[config.mk]
export PLATFORM = sky130hd
export DESIGN_NAME = rail_seq_ctrl
export DESIGN_NICKNAME = d
export VERILOG_FILES = /design/src/rtl/rail_seq_pkg.sv /design/src/rtl/rail_seq_sync.sv /design/src/rtl/rail_seq_timer.sv /design/src/rtl/rail_seq_fsm.sv /design/src/rtl/rail_seq_clkgate.sv /design/src/rtl/rail_seq_ctrl.sv
export SDC_FILE = /design/constraint.sdc
export NUM_CORES = 1
export LEC_CHECK = 0
export ABC_AREA = 1
export BUFFER_PORTS_ARGS = -buffer_cell sky130_fd_sc_hd__buf_4
export CAP_MARGIN = 20
export CORE_MARGIN = 3
export CORE_UTILIZATION = 35
export DETAILED_ROUTE_END_ITERATION = 8
export PLACE_DENSITY = 0.63
export SYNTH_ARGS = -nofsm -noshare
export SYNTH_HDL_FRONTEND = slang
export SYNTH_SLANG_ARGS = --single-unit
[constraint.sdc]
create_clock -name clk -period 2.08 [get_ports clk]
set_input_delay 0.312 -clock clk [delete_from_list [all_inputs] [get_ports clk]]
set_output_delay 0.312 -clock clk [all_outputs]
set_load 0.02 [all_outputs]
[src/rtl/rail_seq_pkg.sv]
package rail_seq_pkg;

  typedef enum logic [2:0] {
    ST_OFF    = 3'd0,
    ST_UP     = 3'd1,
    ST_ON     = 3'd2,
    ST_DN_RST = 3'd3,
    ST_DN_CUT = 3'd4
  } seq_state_t;

  function automatic int max2(input int a, input int b);
    return (a > b) ? a : b;
  endfunction

endpackage

[src/rtl/rail_seq_sync.sv]
module rail_seq_sync #(
  parameter int STAGES = 2
) (
  input  logic clk,
  input  logic rst,
  input  logic d_async,
  output logic q_sync
);

  logic [STAGES-1:0] chain;

  always_ff @(posedge clk) begin
    if (rst) chain <= '0;
    else     chain <= {chain[STAGES-2:0], d_async};
  end

  assign q_sync = chain[STAGES-1];

endmodule

[src/rtl/rail_seq_timer.sv]
module rail_seq_timer #(
  parameter int CW = 8
) (
  input  logic          clk,
  input  logic          rst,
  input  logic          load,
  input  logic [CW-1:0] load_val,
  output logic          zero
);

  logic [CW-1:0] cnt;

  always_ff @(posedge clk) begin
    if (rst)             cnt <= '0;
    else if (load)       cnt <= load_val;
    else if (cnt != '0)  cnt <= cnt - CW'(1);
  end

  assign zero = (cnt == '0);

endmodule

[src/rtl/rail_seq_fsm.sv]
module rail_seq_fsm
  import rail_seq_pkg::*;
#(
  parameter int N_GRP     = 6,
  parameter int FIRST_DLY = 66,
  parameter int STEP_DLY  = 64,
  parameter int RST_DLY   = 2,
  parameter int RAIL_DLY  = 5,
  parameter int CW        = 8
) (
  input  logic             clk,
  input  logic             rst,
  input  logic             hold_s,
  input  logic             tmr_zero,
  output logic             tmr_load,
  output logic [CW-1:0]    tmr_val,
  output logic [N_GRP-1:0] rail_en,
  output logic             clk_en,
  output logic             rst_n
);

  localparam int N_STEPS = N_GRP + 2;
  localparam int SW      = $clog2(N_STEPS);
  localparam int CUT_DLY = RAIL_DLY - RST_DLY;
  localparam logic [SW-1:0] STEP_CLK = SW'(N_GRP);
  localparam logic [SW-1:0] STEP_RST = SW'(N_GRP + 1);

  seq_state_t       st, st_n;
  logic [SW-1:0]    step, step_n;
  logic [N_GRP-1:0] rail_n;
  logic             cken_n, rstn_n;

  always_comb begin
    st_n     = st;
    step_n   = step;
    rail_n   = rail_en;
    cken_n   = clk_en;
    rstn_n   = rst_n;
    tmr_load = 1'b0;
    tmr_val  = '0;
    unique case (st)
      ST_OFF: begin
        if (hold_s) begin
          st_n     = ST_UP;
          step_n   = '0;
          tmr_load = 1'b1;
          tmr_val  = CW'(FIRST_DLY - 1);
        end
      end
      ST_UP: begin
        if (!hold_s) begin
          st_n     = ST_DN_RST;
          tmr_load = 1'b1;
          tmr_val  = CW'(RST_DLY - 1);
        end else if (tmr_zero) begin
          for (int g = 0; g < N_GRP; g++) begin
            if (step == SW'(g)) rail_n[g] = 1'b1;
          end
          if (step == STEP_CLK) cken_n = 1'b1;
          if (step == STEP_RST) begin
            rstn_n = 1'b1;
            st_n   = ST_ON;
          end else begin
            step_n   = step + SW'(1);
            tmr_load = 1'b1;
            tmr_val  = CW'(STEP_DLY - 1);
          end
        end
      end
      ST_ON: begin
        if (!hold_s) begin
          st_n     = ST_DN_RST;
          tmr_load = 1'b1;
          tmr_val  = CW'(RST_DLY - 1);
        end
      end
      ST_DN_RST: begin
        if (tmr_zero) begin
          rstn_n   = 1'b0;
          st_n     = ST_DN_CUT;
          tmr_load = 1'b1;
          tmr_val  = CW'(CUT_DLY - 1);
        end
      end
      ST_DN_CUT: begin
        if (tmr_zero) begin
          rail_n = '0;
          cken_n = 1'b0;
          st_n   = ST_OFF;
        end
      end
      default: st_n = ST_OFF;
    endcase
  end

  always_ff @(posedge clk) begin
    if (rst) begin
      st      <= ST_OFF;
      step    <= '0;
      rail_en <= '0;
      clk_en  <= 1'b0;
      rst_n   <= 1'b0;
    end else begin
      st      <= st_n;
      step    <= step_n;
      rail_en <= rail_n;
      clk_en  <= cken_n;
      rst_n   <= rstn_n;
    end
  end

endmodule

[src/rtl/rail_seq_clkgate.sv]
module rail_seq_clkgate (
  input  logic clk,
  input  logic rst,
  input  logic en,
  output logic clk_gated
);

  logic en_lo;

  always_ff @(negedge clk) begin
    if (rst) en_lo <= 1'b0;
    else     en_lo <= en;
  end

  assign clk_gated = clk & en_lo;

endmodule

[src/rtl/rail_seq_ctrl.sv]
module rail_seq_ctrl
  import rail_seq_pkg::*;
#(
  parameter int N_GRP     = 6,
  parameter int SYNC_FF   = 2,
  parameter int FIRST_DLY = 66,
  parameter int STEP_DLY  = 64,
  parameter int RST_DLY   = 2,
  parameter int RAIL_DLY  = 5
) (
  input  logic             clk,
  input  logic             rst,
  input  logic             hold_in,
  output logic [N_GRP-1:0] rail_en,
  output logic             clk_out,
  output logic             rst_n_out
);

  localparam int MAX_DLY = max2(max2(FIRST_DLY, STEP_DLY), RAIL_DLY);
  localparam int CW      = $clog2(MAX_DLY) + 1;

  logic          hold_s;
  logic          tmr_load, tmr_zero;
  logic [CW-1:0] tmr_val;
  logic          clk_en_q;

  rail_seq_sync #(.STAGES(SYNC_FF)) u_sync (
    .clk     (clk),
    .rst     (rst),
    .d_async (hold_in),
    .q_sync  (hold_s)
  );

  rail_seq_timer #(.CW(CW)) u_tmr (
    .clk      (clk),
    .rst      (rst),
    .load     (tmr_load),
    .load_val (tmr_val),
    .zero     (tmr_zero)
  );

  rail_seq_fsm #(
    .N_GRP     (N_GRP),
    .FIRST_DLY (FIRST_DLY),
    .STEP_DLY  (STEP_DLY),
    .RST_DLY   (RST_DLY),
    .RAIL_DLY  (RAIL_DLY),
    .CW        (CW)
  ) u_fsm (
    .clk      (clk),
    .rst      (rst),
    .hold_s   (hold_s),
    .tmr_zero (tmr_zero),
    .tmr_load (tmr_load),
    .tmr_val  (tmr_val),
    .rail_en  (rail_en),
    .clk_en   (clk_en_q),
    .rst_n    (rst_n_out)
  );

  rail_seq_clkgate u_cg (
    .clk       (clk),
    .rst       (rst),
    .en        (clk_en_q),
    .clk_gated (clk_out)
  );

endmodule

==> metrics.csv <==
stage,metric,value,unit
pwr,p_leak,0.0007698,µW
setup_path,arrival,1990,ps
cells_and_area,syn2layout_area_growth,15.75,%
status,status,"finished, violations left",
timing,whs,143.0,ps
detailed_routing,via_count,1219,
setup_path,max_stage_delay,300,ps
logic_synthesis,synth_area,0.001430,mm²
detailed_routing,ant_nets,0,
logic_synthesis,yosysWarnings,0,
clocking,clock_latency,450,ps
timing,rsz0062_at_grt,true,
logic_synthesis,synth_edf_count,0,
grt,grt_max_degree,16,
timing,fin_tns_setup,-224.3,ps
setup_path,worst_ep_required_time,1770,ps
floorplanning,io_pins,11,
grt,globalRouteTotalUtil,12.26,%
clocking,clk_pin_slew,90,ps
placed_design,port_buffers,10,
placed_design,place_congestion,0.7862,
placed_design,dp_worst_setup_slack,237.1,ps
detailed_routing,wl_per_cell,10.34,µm
run,max-cap-violations,0,
timing,maxSlewHeadroom,78.15,%
cells_and_area,finish.utilization,43.58,%
grt,antenna_found_initial,0,
floorplanning,initial_core_util,37.65,%
logic_synthesis,syn_inst,205,
floorplanning,rows,22,
status,failed_checks,negative setup slack,
timing,setup_violations,2,
setup_path,crit_chain,"nand2_2, inv_2, buf_6",
grt,grt-ovfl-total,0,
floorplanning,fp.dieW,69.92,µm
grt,grt_pass1_wl,4802,µm
detailed_routing,drtIter0Drc,57,
clocking,postCtsHoldBufs,0,
hold_path,hold_path.class,in -> reg,
grt,grt_pass1_vias,1108,
setup_path,end_kind,primary output,
setup_path,worst-setup-path-type,reg -> out,
setup_path,slowest_stage,dfxtp_2,
cells_and_area,fin_nets,233,
logic_synthesis,ys_seq_elements,25,
cells_and_area,post_route_cells_drive_above_1_share,18.10,%
logic_synthesis,ys_seq_area_share,35.00,%
timing,skew,77.00,ps
clocking,postCtsSetupBuffers,0,
pwr,p_per_area,1237,mW/mm²
logic_synthesis,async_reset_ff_share,0,%
timing,worst_pin_slew,325.9,ps
clocking,cts_tree,done,
logic_synthesis,synthFlopType,dfxtp_1,
detailed_routing,avgViaCountPerCell,4.532,
setup_path,ff2ff_setup_slack,430,ps
pwr,peakVddDrop,0.6160,mV
floorplanning,coreArea,0.003799,mm²
detailed_routing,totalWireLength,2782,µm
logic_synthesis,syn_nets,216,
detailed_routing,drc,0,
cells_and_area,antenna_cells,0,
timing,drv_slew,0,
floorplanning,fp.dieArea,0.004889,mm²
setup_path,startpoint_type,flop,
timing,fin_ws,-224.3,ps
floorplanning,die_h,69.92,µm
timing,hold_violations,0,
logic_synthesis,synthDistinctLibCells,26,
detailed_routing,drtPass1Iterations,4,
placed_design,dp_hpwl,2071,µm
setup_path,crit_fanout,1,
logic_synthesis,syn_avg_cell_area,6.976,µm²
## final timing paths
check             cells after the start               to       startpoint
setup / recovery                      3          clk_out       u_cg.en_lo
hold / removal                        3  u_sync.chain[0]          hold_in
setup reg to reg                      9     u_tmr.cnt[1]     u_tmr.cnt[0]
hold reg to reg                       2  u_sync.chain[1]  u_sync.chain[0]
## cell type report
| cell class | instances | area, µm² |
|---|---|---|
| timing repair buffer | 9 | 67.56 |
| tap | 48 | 60.06 |
| fill | 416 | 2143 |
| clock inverter | 2 | 7.507 |
| sequential | 25 | 501.7 |
| multi-input combinational | 145 | 797.0 |
| inverter | 32 | 123.9 |
| clock buffer | 8 | 97.59 |
## repair_timing
action                     CTS  global route
setup endpoints to repair    2             2
resized for setup            1             3
hold endpoints to repair     0             0
## state kept, by name (all words and copies together), names as in the netlist
signal / flops
u_cg.en_lo: 1
u_fsm.clk_en: 1
u_fsm.rail_en: 6
u_fsm.rst_n: 1
u_fsm.st: 3
u_fsm.step: 3
u_sync.chain: 2
u_tmr.cnt: 8
## layout by cell type (no fill, tap or decap), types with 2 or more instances in the layout
cell type  count
a21oi_1       14
buf_4          9
clkbuf_8       6
dfxtp_1       24
ha_1           8
inv_1         28
inv_2          4
nand2_1       41
nand2_2        4
nand2_4        2
nand3_1       10
nand4_1        5
nor2_1        29
nor2_2         3
nor2_4         4
nor3_1         3
o21ai_0       10
o21ai_1        3
xor2_1         3
## layer usage
layer | vias up | global-route usage, % | wire, µm
met2 | 15 | 18.15 | 1191
met4 | 0 | 3.617 | 22
li1 | 680 | - | -
met3 | 3 | 4.748 | 106
met5 | - | 0 | 0
met1 | 521 | 16.46 | 1462
## per-stage QoR
step | area, µm² | power [µW] | cells
3_5_place_dp | 1562 | 1621 | 262
6_report | 1655 | 2047 | 269
5_1_grt | 1655 | 2260 | 269
3_3_place_gp | 1562 | 1616 | 262
4_1_cts | 1652 | 2065 | 269
2_1_floorplan | 1430 | 1445 | 205
## where the power goes
group | total (µW) | internal [µW] | switching, µW
logic | 994 | 348 | 646
clock network | 443 | 261 | 181
registers | 611 | 554 | 56.3
## cell families (layout without fill, tap and decap cells)
logic type                 count (synthesis)  count (layout)  share of synthesized area [%]
xor gates and xnor gates                   3               3                          1.838
buffers and inverters                     35              51                          9.448
and+or+nand+nor                          105             105                          36.31
DFF                                       25              25                          35.00
AOI/OAI and AO/OA                         29              29                          10.41
adders and majority gates                  8               8                          6.999
## critical path, delay by kind of cell (launching register included)
family / cells / cell delay [ps]
DFF: 1 / 300
and+or+nand+nor: 1 / 50
buffers and inverters: 2 / 150
## synthesized netlist by cell type (2+ instances only)
cell	count	area [µm²]
nand4_1	5	31.28
nor2_1	29	108.9
nor3_1	3	15.01
o21ai_0	10	50.05
a21oi_1	14	70.07
ha_1	8	100.1
o21ai_1	3	15.01
dfxtp_1	25	500.5
nor2_4	4	45.04
inv_1	29	108.9
nor2_2	3	18.77
nand2_4	2	22.52
xor2_1	3	26.28
nand2_1	42	157.7
nand2_2	3	18.77
nand3_1	10	50.05
inv_2	3	11.26
(Power assumes the default switching activity.)
